===== src/rtl/mc_pkg.sv =====
package mc_pkg;
    typedef enum logic [2:0] {
        ST_IDLE   = 3'd0,
        ST_SAMPLE = 3'd1,
        ST_EVAL   = 3'd2,
        ST_ACCUM  = 3'd3,
        ST_FINISH = 3'd4
    } mc_state_e;
endpackage


===== src/rtl/mc_lfsr.sv =====
module mc_lfsr #(
    parameter int              W    = 16,
    parameter logic [W-1:0]    TAPS = 16'hD008
) (
    input  logic         clk,
    input  logic         rst,
    input  logic         load,
    input  logic [W-1:0] seed,
    input  logic         step,
    output logic [W-1:0] q
);
    logic [W-1:0] state_d, state_q;

    always_comb begin
        state_d = state_q;
        if (load)
            state_d = seed;
        else if (step)
            state_d = {state_q[W-2:0], ^(state_q & TAPS)};
    end

    always_ff @(posedge clk) begin
        if (rst) state_q <= '0;
        else     state_q <= state_d;
    end

    assign q = state_q;
endmodule


===== src/rtl/mc_surface.sv =====
module mc_surface #(
    parameter int W = 16
) (
    input  logic [W-1:0] x,
    input  logic [W-1:0] y,
    input  logic [W-1:0] t,
    output logic         under
);
    logic [2*W-1:0] prod;
    assign prod  = x * y;
    // t <= floor(prod / 2^W) is the same as t * 2^W <= prod
    assign under = ({t, {W{1'b0}}} <= prod);
endmodule


===== src/rtl/mc_divider.sv =====
module mc_divider #(
    parameter int NW = 20,
    parameter int DW = 36,
    parameter int QW = 17
) (
    input  logic          clk,
    input  logic          rst,
    input  logic          go,
    input  logic [DW-1:0] dividend,
    input  logic [NW-1:0] divisor,
    output logic          fin,
    output logic [QW-1:0] quo
);
    localparam int CW = $clog2(DW);

    typedef struct packed {
        logic [NW:0]   rem;
        logic [DW-1:0] quo;
        logic [NW-1:0] dv;
        logic [CW-1:0] cnt;
        logic          run;
        logic          fin;
    } div_t;

    div_t r_d, r_q;
    logic [NW:0] sh;
    logic        ge;

    always_comb begin
        r_d     = r_q;
        r_d.fin = 1'b0;
        sh      = {r_q.rem[NW-1:0], r_q.quo[DW-1]};
        ge      = (sh >= {1'b0, r_q.dv});
        if (go) begin
            r_d.rem = '0;
            r_d.quo = dividend;
            r_d.dv  = divisor;
            r_d.cnt = '0;
            r_d.run = 1'b1;
        end else if (r_q.run) begin
            r_d.rem = ge ? (sh - {1'b0, r_q.dv}) : sh;
            r_d.quo = {r_q.quo[DW-2:0], ge};
            r_d.cnt = r_q.cnt + CW'(1);
            if (r_q.cnt == CW'(DW - 1)) begin
                r_d.run = 1'b0;
                r_d.fin = 1'b1;
            end
        end
    end

    always_ff @(posedge clk) begin
        if (rst) r_q <= '0;
        else     r_q <= r_d;
    end

    assign fin = r_q.fin;
    assign quo = r_q.quo[QW-1:0];
endmodule


===== src/rtl/mc_integrator.sv =====
module mc_integrator
    import mc_pkg::*;
#(
    parameter int           W        = 16,
    parameter int           NW       = 20,
    parameter logic [W-1:0] TAPS     = 16'hD008,
    parameter logic [W-1:0] SALT_Y   = 16'h5A5A,
    parameter logic [W-1:0] SALT_T   = 16'hC3C3,
    parameter logic [W-1:0] FALLBACK = 16'hACE1
) (
    input  logic          clk,
    input  logic          rst,
    input  logic          start,
    input  logic [NW-1:0] n_samples,
    input  logic [W-1:0]  seed,
    output logic          busy,
    output logic          done,
    output logic [W:0]    result
);
    localparam int RW = W + 1;
    localparam int DW = NW + W;
    localparam int NC = 3;

    typedef struct packed {
        mc_state_e     st;
        logic [NW-1:0] n;
        logic [NW-1:0] cnt;
        logic [NW-1:0] hits;
        logic          hit;
        logic [RW-1:0] res;
        logic          done;
        logic          div_go;
    } ctl_t;

    ctl_t r_d, r_q;

    logic [W-1:0]  coord [NC];
    logic          gen_load, gen_step, surf_hit, div_fin;
    logic [RW-1:0] div_quo;

    assign gen_load = (r_q.st == ST_IDLE) && start;
    assign gen_step = (r_q.st == ST_SAMPLE);

    for (genvar g = 0; g < NC; g++) begin : g_gen
        localparam logic [W-1:0] SALT = (g == 0) ? '0 : (g == 1) ? SALT_Y : SALT_T;
        logic [W-1:0] raw, sd;
        assign raw = seed ^ SALT;
        assign sd  = (raw == '0) ? FALLBACK : raw;
        mc_lfsr #(.W(W), .TAPS(TAPS)) u_lfsr (
            .clk  (clk),
            .rst  (rst),
            .load (gen_load),
            .seed (sd),
            .step (gen_step),
            .q    (coord[g])
        );
    end

    mc_surface #(.W(W)) u_surface (
        .x     (coord[0]),
        .y     (coord[1]),
        .t     (coord[2]),
        .under (surf_hit)
    );

    mc_divider #(.NW(NW), .DW(DW), .QW(RW)) u_div (
        .clk      (clk),
        .rst      (rst),
        .go       (r_q.div_go),
        .dividend ({r_q.hits, {W{1'b0}}}),
        .divisor  (r_q.n),
        .fin      (div_fin),
        .quo      (div_quo)
    );

    always_comb begin
        r_d        = r_q;
        r_d.done   = 1'b0;
        r_d.div_go = 1'b0;
        unique case (r_q.st)
            ST_IDLE: begin
                if (start) begin
                    r_d.res = '0;
                    if (n_samples == '0) begin
                        r_d.done = 1'b1;
                    end else begin
                        r_d.n    = n_samples;
                        r_d.cnt  = '0;
                        r_d.hits = '0;
                        r_d.st   = ST_SAMPLE;
                    end
                end
            end
            ST_SAMPLE: r_d.st = ST_EVAL;
            ST_EVAL: begin
                r_d.hit = surf_hit;
                r_d.st  = ST_ACCUM;
            end
            ST_ACCUM: begin
                r_d.hits = r_q.hits + NW'(r_q.hit);
                r_d.cnt  = r_q.cnt + NW'(1);
                if ((r_q.cnt + NW'(1)) == r_q.n) begin
                    r_d.st     = ST_FINISH;
                    r_d.div_go = 1'b1;
                end else begin
                    r_d.st = ST_SAMPLE;
                end
            end
            ST_FINISH: begin
                if (div_fin) begin
                    r_d.res  = div_quo;
                    r_d.done = 1'b1;
                    r_d.st   = ST_IDLE;
                end
            end
            default: r_d.st = ST_IDLE;
        endcase
    end

    always_ff @(posedge clk) begin
        if (rst) begin
            r_q    <= '0;
            r_q.st <= ST_IDLE;
        end else begin
            r_q <= r_d;
        end
    end

    assign busy   = (r_q.st != ST_IDLE);
    assign done   = r_q.done;
    assign result = r_q.res;
endmodule


===== config.mk =====
export PLATFORM = sky130hd
export DESIGN_NAME = mc_integrator
export DESIGN_NICKNAME = d
export VERILOG_FILES = /design/src/rtl/mc_pkg.sv /design/src/rtl/mc_lfsr.sv /design/src/rtl/mc_surface.sv /design/src/rtl/mc_divider.sv /design/src/rtl/mc_integrator.sv
export SDC_FILE = /design/constraint.sdc
export NUM_CORES = 1
export LEC_CHECK = 0
export BUFFER_PORTS_ARGS = -buffer_cell sky130_fd_sc_hd__buf_2
export CAP_MARGIN = 5
export CORE_UTILIZATION = 50
export DETAILED_ROUTE_END_ITERATION = 10
export PLACE_DENSITY_LB_ADDON = 0.12
export SLEW_MARGIN = 30
export SYNTH_ARGS = -nofsm -noshare
export SYNTH_HDL_FRONTEND = slang
export SYNTH_SLANG_ARGS = --single-unit
export TNS_END_PERCENT = 5

===== constraint.sdc =====
create_clock -name clk -period 20.1 [get_ports clk]
set_input_delay 2.01 -clock clk [delete_from_list [all_inputs] [get_ports clk]]
set_output_delay 2.01 -clock clk [all_outputs]
set_load 0.02 [all_outputs]

# == Yosys cells after proc, flatten, opt, wreduce, memory -nomap -nowiden ==
# Cells that the tools add are included.
# classes
addsub,4
n_mul,1
div_mod_pow,0
n_lt_le_gt_ge,2
eq_ne,9
shift,0
muxes,26
bitwise,5
n_reduce_logical,21
# op_table
op,count
two-way mux 16 bit,9
two-way mux 63 bit,2
one-hot mux 40 bit (2 select lines),1
two-way mux 36 bit,2
zero test 16 bit,3
parity 16 bit,3
two-way mux 18 bit,2
one-hot mux 18 bit (2 select lines),1
<= comparator 32 bit,1
multiplier 16 x 16 -> 32 bit,1
>= comparator 21 x 20 -> 1 bit,1
adder 20 x 1 -> 20 bit,1
adder 20 x 1 -> 20 bit (second input constant),1
== test 20 bit,1
zero test 20 bit,1
two-way mux 20 bit,1
subtractor 20 bit,1
inverter 8 bit,2
one-hot mux 3 bit (5 select lines),1
AND reduction 3 bit,4
nonzero test 2 bit,4
adder 6 x 1 -> 6 bit (second input constant),1
== test 3 x 2 -> 1 bit (second input constant),2
== test 6 bit (second input constant),1
other kinds (13),21
# totals
regBits,215
latch_bits,0
ramBits,0
rom_bits,0
inputBits,39
output_inout_bits,19
wordCells,86
mem_count,0

# == Logic depth before layout (Yosys ltp) ==
# Gate-level depths: netlist of the first run.
# depth
word_depth,4
mapped_depth,32
mapped_depth_nobuf,31

# == Hierarchy ==
# A second synthesis of the first run with hierarchy kept.
# hier_totals
cells_unflattened,2445
area_unflattened_um2,20938.8
# modules_own_cells
module,n_inst,cells_each,area_each_um2,seq_area_each_um2
mc_surface,1,1026,8907.3,0.0
mc_divider,1,587,4775.8,1681.6
mc_integrator,1,607,4744.6,1661.6
mc_lfsr,3,75,837.1,320.3

# == Least setup slack after synthesis of the first run ==
# No wires, ideal clock.
# synth_path
path_kind,register -> register
start,register g_gen[1].u_lfsr.state_q[9]
end,register r_q[19] (netlist bit)
setup_ns,0.086
arrival_ns,7.914
t_required_ns,20.014
slack_ns,12.100
stages_incl_launch_ff,32
path_buffers,3
period_less_slack_ns,8.000
cell_sequence,dfxtp_1 -> clkbuf_1 -> clkbuf_1 -> nand2_1 -> fa_1 -> inv_1 -> fa_1 -> inv_1 -> fa_1 -> inv_1 -> fa_1 -> fa_1 -> inv_1 -> fa_1 -> inv_1 -> ha_1 -> clkbuf_1 -> a211oi_1 -> nand2_1 -> o2111a_1 -> a211oi_1 -> nor3_1 -> o41ai_1 -> o211ai_1 -> ha_1 -> nand4_1 -> nor3_1 -> o2111ai_1 -> nor4_1 -> nand4_1 -> or4_1 -> a211oi_1
# synth_between
elab_chain_len,2
# synth_lines
item,line,source
from (decl),mc_lfsr.sv:12,"logic [W-1:0] state_d, state_q;"
from (signal assigned),mc_lfsr.sv:24,else state_q <= state_d;
multiplier 16 x 16 -> 32 bit,mc_surface.sv:10,assign prod = x * y;
<= comparator 32 bit,mc_surface.sv:12,"assign under = ({t, {W{1'b0}}} <= prod);"
to (signal assigned),mc_integrator.sv:125,r_q <= r_d;
to (decl),mc_integrator.sv:35,"ctl_t r_d, r_q;"
# No other way between the ends.
# A chain may end at the register's enable or synchronous reset.

# == Worst setup path in the final report of the first run ==
# Ends and elaborated chain as after synthesis.

==> out/results.txt, run 1 <==
outcome = complete, no violations
area grow syn2layout = 6.16%
dpl cells = 2,763
hold_buf cts = 0
Fmax = 107 MHz
Slew Limit Headroom = 42.5%
Synth Instances = 2,331
Final period util = 46.7%
Syn. warnings = 0
antenna-violating nets left = 0
Die Footprint = 39,900 um2
Min-Delay Path Class = flop to flop
drt via density = 5.48
clock slew at reported path FFs = 0.06 ns
DRT Pass-1 Iters = 8
average size of a mapped cell = 8.38 um2
Yosys reg bits = 215
RSZ-0062 raised after global routing = false
first-pass GRT wire length = 79.7 mm
CTS tree = done
hold depth = 2
Overflow after GRT = 0
Synth area leader = dfxtp_1
# setup viols final = 0
CTS Buf Count = 24
part of the Yosys area used for sequential elements = 22.0%
most used flip-flop cell after synthesis = dfxtp_1
Synth area leaders = dfxtp_1 (22%), fa_1 (20%), ha_1 (9.2%)
Pwr per Cell Area = 84.1 nW/um2
final hold vios = 0
routed wl met3 = 1.76 mm
ANT cells = 0
initial antenna violation count = 0
clock sink count = 215
CTS Buffer Depth = 3
Synth Net Count = 2,709
Post-Synthesis Cell Area = 19,500 um2
slowest stage delay, CP = 0.72 ns
post-route setup TNS = 0 ns
clock root buffer = clkbuf_16
CP Data Required Time = 20.55 ns
IO buf count = 57
NumNets Final = 2,649
most frequent CP cell = fa_1
DR vias = 15,400
Total Routing Usage GR = 25.3%
post-cts resize count = 0
Final Instance Count excl. Fillers = 2,807
ys async rst share = 0%
I/O pin cnt = 58
worst hold path endpoint = result[2]$_SDFFE_PP0P_
Synth top area share = 22.0%
detailed placer's ending HPWL = 37.4 mm
FF-to-FF End = r_q[19]$_SDFFE_PP0P_
Clock Latency Late Sink = 0.55 ns
Synth cell types = 64
pin count of the biggest net entering global routing = 64
Die X = 200 um
drt wl/cell = 17.6 um
site row count = 72
Pleak = 0.00934 uW
r2r startpoint = g_gen[1].u_lfsr.q[9]$_SDFFE_PP0P_
routed length on met2 = 23.9 mm
Max Cap Viol = 0
Initial DRC Count = 1,032
Initial Utilization = 50.7%
vias in the first global route = 14,900
Reg2Reg Depth = 28
# DRC = 0
share of layout cells above drive strength 1 = 5.99%
crit path from = g_gen[1].u_lfsr.q[9]$_SDFFE_PP0P_
htree depth = 1
Core Footprint = 38,600 um2
crit path kind = flop to flop
critical-path maximum fanout = 18
startpoint class of the critical path = flop
Reg2Reg Setup Slack = 10.72 ns
Crit path arrival time = 9.83 ns
M1 WL = 22.1 mm
Die Height = 200 um
Final Skew = 0.0235 ns
Routed WL = 49.3 mm
fin crit period = 9.38 ns
fin. max-slew vios = 0
GP Congestion = 0.885
DP Worst Slack = 10.77 ns
DR top layer = met4
final setup margin = 10.72 ns
Slowest cell on crit path = dfxtp_1
startpoint of the worst hold path = result[2]$_SDFFE_PP0P_
EDFF count, synth = 0
Post-CTS Setup Bufs = 0
WHS = 0.493 ns
crit path capture type = flop
actual slew at the worst max-slew pin = 0.862 ns
Tot Pwr = 1750 uW
Peak VDD IR = 71.3 uV
## placed cells by master (no fill, tap or decap), drive strengths merged, types with 6 or more instances in the layout
cell and instances:
a211oi 16, a21o 21, a21oi 117, a221oi 11, a22oi 20, a311oi 13
a31oi 22, and2 122, and3 9, buf 74, clkbuf 36, clkinv 6
dfxtp 215, fa 195, ha 144, inv 271, mux2i 96, nand2 269
nand2b 8, nand3 26, nand4 26, nand4b 7, nor2 234, nor3 36
nor4 17, o21a 6, o21ai 63, o21bai 11, or2 6, or3 19
or4 11, xnor2 53, xor2 39
## power breakdown
part	internal [uW]	switching, uW
logic	304	479
clock network	259	183
registers	449	70.6
## cells by family (layout without fill, tap and decap cells)
| group | count (synthesis) | count (layout) | synth area share (%) |
|---|---|---|---|
| AND/OR/NAND/NOR | 814 | 814 | 19.8 |
| XOR/XNOR | 92 | 92 | 4.12 |
| buffers and inverters | 431 | 389 | 8.75 |
| flip-flops | 215 | 215 | 22.0 |
| multiplexers | 97 | 97 | 4.97 |
| AO/OA/AOI/OAI | 343 | 343 | 11.1 |
| adder cells (fa/ha/maj) | 339 | 339 | 29.2 |
## state kept, by name, summed over array words and instances, names as in the netlist
signal,count
result,17
r_q,65
u_div.r_q,66
g_gen.u_lfsr.q,48
done,1
u_div.fin,1
u_div.quo,17
## through the flow
stage,instance area [um2],utilization (%)
after floorplan,19500,-
after global placement,19900,51.7
after detailed placement,19900,51.7
after CTS,20700,53.8
after global routing,20700,53.8
final,20700,53.8
## worst max-delay path, delay by kind of cell, from the launching register on
kind / cells / cell delay, ns
AOI/OAI and AO/OA: 7 / 2.36
adders and majority gates: 8 / 3.93
buffers and inverters: 5 / 0.29
DFF: 1 / 0.72
and+or+nand+nor: 8 / 1.97
## routing by layer
metal  track usage, %  vias to the layer above
li1                 -                     7549
met3             1.86                       75
met5                0                        -
met1             34.1                     7424
met4             8.20                        0
met2             42.9                      328
## Yosys cell counts, types with 5 or more instances
| cell | number |
|---|---|
| a2111oi_0 | 5 |
| a211oi_1 | 16 |
| a21o_1 | 21 |
| a21oi_1 | 117 |
| a221oi_1 | 11 |
| a22oi_1 | 20 |
| a311oi_1 | 13 |
| a31oi_1 | 22 |
| and2_1 | 122 |
| and3_1 | 9 |
| and4_1 | 5 |
| buf_1 | 10 |
| buf_2 | 10 |
| buf_4 | 19 |
| clkbuf_1 | 120 |
| dfxtp_1 | 215 |
| fa_1 | 195 |
| ha_1 | 144 |
| inv_1 | 271 |
| mux2i_1 | 96 |
| nand2_1 | 269 |
| nand2b_1 | 8 |
| nand3_1 | 26 |
| nand4_1 | 26 |
| nand4b_1 | 7 |
| nor2_1 | 234 |
| nor2b_1 | 5 |
| nor3_1 | 35 |
| nor4_1 | 15 |
| o211ai_1 | 5 |
| o21a_1 | 6 |
| o21ai_0 | 63 |
| o21bai_1 | 11 |
| o31ai_1 | 5 |
| or2_2 | 6 |
| or3_1 | 19 |
| or4_1 | 11 |
| xnor2_1 | 53 |
| xor2_1 | 39 |
## layout make-up
cell class,instances,area (um2)
well taps,518,648
flip-flops and latches,215,4310
clock inverters,8,82.6
clock buffers,36,716
fillers,3684,17800
repair buffers,74,415
inverters,271,1020
multi-input cells,1685,13600
## worst max-delay path by stage
stage,to,slack [ns],depth (start not counted)
after floorplan,r_q[19]$_SDFFE_PP0P_,12.10,31
after global placement,r_q[19]$_SDFFE_PP0P_,10.95,28
after detailed placement,r_q[19]$_SDFFE_PP0P_,10.77,28
after CTS,r_q[19]$_SDFFE_PP0P_,10.73,28
after global routing,r_q[19]$_SDFFE_PP0P_,10.15,28
final,r_q[19]$_SDFFE_PP0P_,10.72,28
Note: power is estimated with default switching activity, not from simulation.
==> run 2: changes to the inputs <==
ABC_AREA = 1   (was unset)
clock period = 7.65 ns   (was 20.1 ns; I/O delays follow)
==> run 2 against run 1 <==
Compared with the run above:
- sequential share of layout area down 0.98 points
- highest routed layer unchanged
- total power rose to 2.6 times the previous value
- largest cell class unchanged
- global-route usage up 3.6 points
==> out/results.txt, run 2 <==
top cells by count, synth = nand2_1 (676), inv_1 (527), dfxtp_1 (215)
Synth area leaders = dfxtp_1 (21%), fa_1 (19%), nand2_1 (12%)
# setup viols final = 0 (unchanged)
max FFs per register = 66 (unchanged)
Crit path arrival time = 7.54 ns (-2.29 ns)
EDFF count, synth = 0 (unchanged)
DRT Pass-1 Iters = 5 (-3)
DR vias = 18,400 (+19%)
ANT cells = 0 (unchanged)
initial antenna violation count = 0 (unchanged)
Die Height = 204 um (+2.4%)
Synth top area share = 21.0% (-1.0 points)
NumNets Final = 3,228 (+22%)
Die Footprint = 41,800 um2 (+4.8%)
dpl cells = 3,350 (+21%)
hold depth = 2 (unchanged)
Final Skew = 0.0140 ns (-0.00945 ns)
Core Footprint = 40,100 um2 (+4.0%)
CTS tree = done
detailed placer's ending HPWL = 46.2 mm (+23%)
IO buf count = 57 (unchanged)
clock sink count = 215 (unchanged)
Initial Utilization = 51.1% (+0.40 points)
Yosys reg bits = 215 (unchanged)
GP Congestion = 0.942 (+6.5%)
first-pass GRT wire length = 96.0 mm (+21%)
Clock Latency Late Sink = 0.53 ns (-0.02 ns)
share of layout cells above drive strength 1 = 6.49% (+0.51 points)
final hold vios = 0 (unchanged)
Slew Limit Headroom = 40.3% (-2.2 points)
critical-path maximum fanout = 10 (-8)
slowest stage delay, CP = 0.54 ns (-0.18 ns)
actual slew at the worst max-slew pin = 0.890 ns (+0.0271 ns)
fin crit period = 7.08 ns (-2.30 ns)
Total Routing Usage GR = 28.9% (+3.6 points)
CP Data Required Time = 8.11 ns (-12.44 ns)
average size of a mapped cell = 7.10 um2 (-15%)
most used flip-flop cell after synthesis = dfxtp_1
Routed WL = 58.8 mm (+19%)
Fmax = 141 MHz (+33%)
Synth Instances = 2,884 (+24%)
Pwr per Cell Area = 206 nW/um2 (+140%)
Die X = 204 um (+2.4%)
drt via density = 5.42 (-1.1%)
crit path capture type = flop
Post-Synthesis Cell Area = 20,500 um2 (+4.8%)
site row count = 73 (+1.4%)
Final Instance Count excl. Fillers = 3,389 (+21%)
Synth Net Count = 3,262 (+20%)
Slowest cell on crit path = fa_1
vias in the first global route = 18,000 (+20%)
Peak VDD IR = 144 uV (+100%)
CTS Buffer Depth = 3 (unchanged)
pin count of the biggest net entering global routing = 66 (+3.1%)
# DRC = 0 (unchanged)
drt wl/cell = 17.4 um (-1.1%)
startpoint class of the critical path = flop
Post-CTS Setup Bufs = 0 (unchanged)
part of the Yosys area used for sequential elements = 21.0% (-1.0 points)
most frequent cells in the layout = nand2_1 (676), inv_1 (524), dfxtp_1 (204)
crit path kind = flop to flop
most common cell in the netlist = nand2_1
outcome = complete, no violations
Syn. warnings = 0 (unchanged)
RSZ-0062 raised after global routing = false
clock slew at reported path FFs = 0.07 ns (about the same)
CTS Buf Count = 23 (-4.2%)
Min-Delay Path Class = flop to flop
area grow syn2layout = 6.49%
Max Cap Viol = 0 (unchanged)
commonest non-fill, non-tap cell in the layout = nand2_1
Synth cell types = 52 (-19%)
Initial DRC Count = 1,259 (+22%)
fin. max-slew vios = 0 (unchanged)
clock root buffer = clkbuf_16
Top reg by flops = u_div.r_q
Final period util = 92.6% (+46 points)
ys async rst share = 0% (unchanged)
most frequent CP cell = nand2_1
Synth area leader = dfxtp_1
Pleak = 0.0110 uW (+18%)
antenna-violating nets left = 0 (unchanged)
I/O pin cnt = 58 (unchanged)
htree depth = 1 (unchanged)
Overflow after GRT = 0 (unchanged)
post-cts resize count = 0 (unchanged)
Reg2Reg Depth = 34 (+21%)
hold_buf cts = 0 (unchanged)
post-route setup TNS = 0 ns (unchanged)
fin util = 54.4% (+0.60 points)
run 2: cell types whose count changed in the layout (fill, tap and decap cells not counted), sizes merged, moves of 28 or more:
cell   delta
nor2     -37
nand2   +412
and2    -121
a21oi    +84
inv     +258
xnor2    -28
nand3    +91
mux2i    -96
o21ai    +80
run 2: worst paths after layout:
path                       endpoint                              start  slack, ns
min reg2reg  result[4]$_SDFFE_PP0P_             result[4]$_SDFFE_PP0P_       0.48
max reg2reg    r_q[19]$_SDFFE_PP0P_  g_gen[0].u_lfsr.q[7]$_SDFFE_PP0P_       0.57
min          result[4]$_SDFFE_PP0P_             result[4]$_SDFFE_PP0P_       0.48
max            r_q[19]$_SDFFE_PP0P_  g_gen[0].u_lfsr.q[7]$_SDFFE_PP0P_       0.57
run 2: logic make-up (layout without fill, tap and decap cells):
logic type / count (synthesis) / after routing / synth area share (%)
DFF: 215 / 215 / 21.0
buffers and inverters: 692 / 672 / 13.1
and+or+nand+nor: 1138 / 1138 / 23.4
xor gates and xnor gates: 61 / 61 / 2.61
AOI/OAI and AO/OA: 439 / 439 / 12.0
adders and majority gates: 339 / 339 / 27.9
run 2: per-layer routing:
layer  vias to the layer above  share of wire, %  GRT usage (%)
met4                         0               3.7           11.0
met2                       463                49           50.1
met3                       107               4.6           2.49
met5                         -                 0              0
li1                       8979                 -              -
met1                      8809                42           37.2
run 2: layout make-up:
| cell class | count | area (um2) |
|---|---|---|
| clock inverters | 9 | 76.3 |
| multi-input cells | 1977 | 13500 |
| clock buffers | 30 | 652 |
| flip-flops and latches | 215 | 4320 |
| inverters | 532 | 2000 |
| well taps | 525 | 657 |
| fillers | 3993 | 18300 |
| repair buffers | 101 | 616 |
run 2: power breakdown:
| group | internal, uW | switching [uW] | leakage [uW] | total, uW |
|---|---|---|---|---|
| registers | 1180 | 153 | 0.00175 | 1330 |
| clock network | 631 | 470 | 0.000364 | 1100 |
| logic | 735 | 1320 | 0.00891 | 2060 |
run 2: per-stage QoR:
stage	hold WS, ns	total power (uW)	setup slack, ns	area (um2)
floorplan	0.440	2750	1.00	20500
global route	0.494	4860	0.00575	21800
finish	0.481	4490	0.570	21800
global placement	0.465	3380	0.619	21100
CTS	0.478	4520	0.452	21800
detailed placement	0.467	3400	0.482	21100
run 2: critical path, delay by kind of cell (launching register included):
kind,cells,cell delay (ns)
fa+ha+maj,8,3.72
simple gates,16,1.68
buf+inv,6,0.53
flops,1,0.52
compound gates,3,0.49
xor+xnor,1,0.07
==> run 3: changes to the inputs <==
CELL_PAD_IN_SITES_DETAIL_PLACEMENT = 0   (was unset)
CELL_PAD_IN_SITES_GLOBAL_PLACEMENT = 1   (was unset)
CORE_UTILIZATION = 43   (was 50)
==> run 3 against run 2 <==
Compared with the run above:
- the run now ends with design-rule violations left
- sequential power about the same
- core utilization decreased by 7.3 points
- routed wire length increased by 4.6%
- first-iteration DRC count decreased by 9.6%
- non-clock buffer count decreased by 1
- die area increased by 16%
- critical path depth decreased by 1
- total power increased by 1.7%
- hold slack got worse by 0.0059 ns
- critical endpoint unchanged
==> out/results.txt, run 3 (synthesis results as in run 2) <==
GP Congestion = 0.884 (-6.2%)
most frequent cells in the layout = nand2_1 (675), inv_1 (525), a21oi_1 (200), dfxtp_1 (200), fa_1 (195)
antenna-violating nets left = 0 (unchanged)
ANT cells = 0 (unchanged)
clock root buffer = clkbuf_16
NumNets Final = 3,229 (+0.031%)
Crit path arrival time = 7.63 ns (+0.09 ns)
clock slew at reported path FFs = 0.07 ns (about the same)
met3 usage = 2.30% (-0.19 points)
CTS tree = done
crit path kind = flop to flop
Die X = 220 um (+7.8%)
Int Pwr = 2600 uW (+2.2%)
share of layout cells above drive strength 1 = 6.77% (+0.27 points)
Final Skew = 0.0144 ns (+0.000366 ns)
initial antenna violation count = 0 (unchanged)
Die Footprint = 48,500 um2 (+16%)
drt via density = 5.23 (-3.4%)
IO buf count = 57 (unchanged)
outcome = finished, violations left
Slew Limit Headroom = 36.8% (-3.6 points)
failing checks = design-rule violations
pin count of the biggest net entering global routing = 74 (+12%)
# DRC = 4 (+4)
Clock Latency Late Sink = 0.55 ns (+0.02 ns)
Slowest cell on crit path = dfxtp_1
Overflow after GRT = 0 (unchanged)
startpoint class of the critical path = flop
fin util = 47.1% (-7.3 points)
Max Cap Viol = 0 (unchanged)
Final period util = 93.5% (+0.91 points)
actual slew at the worst max-slew pin = 0.947 ns (+0.0578 ns)
placed cell areas = 21,200 um2 (+0.46%)
Initial DRC Count = 1,138 (-9.6%)
area grow syn2layout = 7.40%
hold_buf cts = 0 (unchanged)
Combinational Power Share = 44.5% (-1.3 points)
fin. max-slew vios = 0 (unchanged)
Post-CTS Setup Bufs = 0 (unchanged)
fin crit period = 7.15 ns (+0.0698 ns)
clock sink count = 215 (unchanged)
Routed WL = 61.5 mm (+4.6%)
CTS Buf Count = 25 (+8.7%)
CTS Buffer Depth = 3 (unchanged)
vias in the first global route = 17,700 (-1.5%)
Reg2Reg Setup Slack = 0.50 ns (-0.07 ns)
RSZ-0062 raised after global routing = false
htree depth = 1 (unchanged)
most frequent CP cell = nand2_1
Fmax = 140 MHz (-0.98%)
I/O pin cnt = 58 (unchanged)
final hold vios = 0 (unchanged)
GR Util met2 = 44.1% (-6.1 points)
Peak VDD IR = 149 uV (+4.1%)
critical-path maximum fanout = 11 (+1)
first-pass GRT wire length = 97.4 mm (+1.5%)
drt wl/cell = 17.7 um (+2.0%)
detailed placer's ending HPWL = 48.1 mm (+4.2%)
CP Data Required Time = 8.13 ns (+0.02 ns)
Top reg by flops = u_div.r_q
Core Footprint = 46,800 um2 (+17%)
Total Routing Usage GR = 25.6% (-3.3 points)
site row count = 79 (+8.2%)
Pleak = 0.0110 uW (+0.20%)
DRT Pass-1 Iters = 8 (+3)
commonest non-fill, non-tap cell in the layout = nand2_1
# setup viols final = 0 (unchanged)
crit path capture type = flop
busiest grt layer = met2
Sw Pwr = 1960 uW (+1.0%)
clock power share = 26.1% (+1.6 points)
Sw Ratio = 43.0% (-0.28 points)
Pwr per Cell Area = 207 nW/um2 (+0.80%)
Die Height = 220 um (+7.8%)
post-route cell area = 22,000 um2 (+0.85%)
Min-Delay Path Class = flop to flop
Tot Pwr = 4560 uW (+1.7%)
post-cts resize count = 0 (unchanged)
met1 track demand over resource = 33.2% (-4.1 points)
post-route setup TNS = 0 ns (unchanged)
max FFs per register = 66 (unchanged)
slowest stage delay, CP = 0.58 ns (+0.04 ns)
sequential share of power = 29.4% (-0.3 points)
Initial Utilization = 43.8% (-7.3 points)
DR vias = 18,200 (-1.0%)
## run 3: cell types whose count changed in the layout (fill, tap and decap cells not counted), sizes merged
cell / delta
clkinvlp: +1
inv: +3
buf: -1
clkinv: -6
clkbuf: +5
## run 3: layout make-up
type	instances	area (um2)
Tap cell	607	759
Multi-Input combinational cell	1977	13500
Fill cell	4848	24800
Clock inverter	7	72.6
Timing Repair Buffer	100	608
Clock buffer	35	723
Sequential cell	215	4330
Inverter	532	2000
## run 3: final timing paths
kind	start	endpoint	depth (start not counted)
max	g_gen[1].u_lfsr.q[1]$_SDFFE_PP0P_	r_q[19]$_SDFFE_PP0P_	33
max reg2reg	g_gen[1].u_lfsr.q[1]$_SDFFE_PP0P_	r_q[19]$_SDFFE_PP0P_	33
min	u_div.quo[13]$_SDFFE_PP0P_	u_div.quo[13]$_SDFFE_PP0P_	2
min reg2reg	u_div.quo[13]$_SDFFE_PP0P_	u_div.quo[13]$_SDFFE_PP0P_	2
## run 3: power groups by stage
| stage | Sequential, uW | Clock (uW) | Combinational, uW |
|---|---|---|---|
| after detailed placement | 1360 | 0 | 2040 |
| after global placement | 1360 | 0 | 2040 |
| after floorplan | 1220 | 0 | 1530 |
| after global routing | 1350 | 1260 | 2330 |
| final | 1340 | 1190 | 2030 |
| after CTS | 1340 | 1220 | 2060 |
## run 3: critical path: cells and delay by family, from the launching register on
kind,cells,cell delay (ns)
buf+inv,4,0.47
simple gates,14,1.27
fa+ha+maj,8,3.34
flops,1,0.58
compound gates,7,1.41
## run 3: metal layers
layer	vias to the layer above	part of all wire, %
met5	-	0
met4	0	4.4
met3	100	3.8
met2	360	48
met1	8732	43
li1	8979	-
## run 3: through the flow
step | hold WS (ns) | instances | setup slack (ns)
after detailed placement | 0.469 | 3431 | 0.299
final | 0.475 | 3473 | 0.500
after CTS | 0.480 | 3473 | 0.275
after global placement | 0.466 | 3431 | 0.433
after floorplan | 0.440 | 2884 | 1.00
after global routing | 0.497 | 3473 | 0.0303
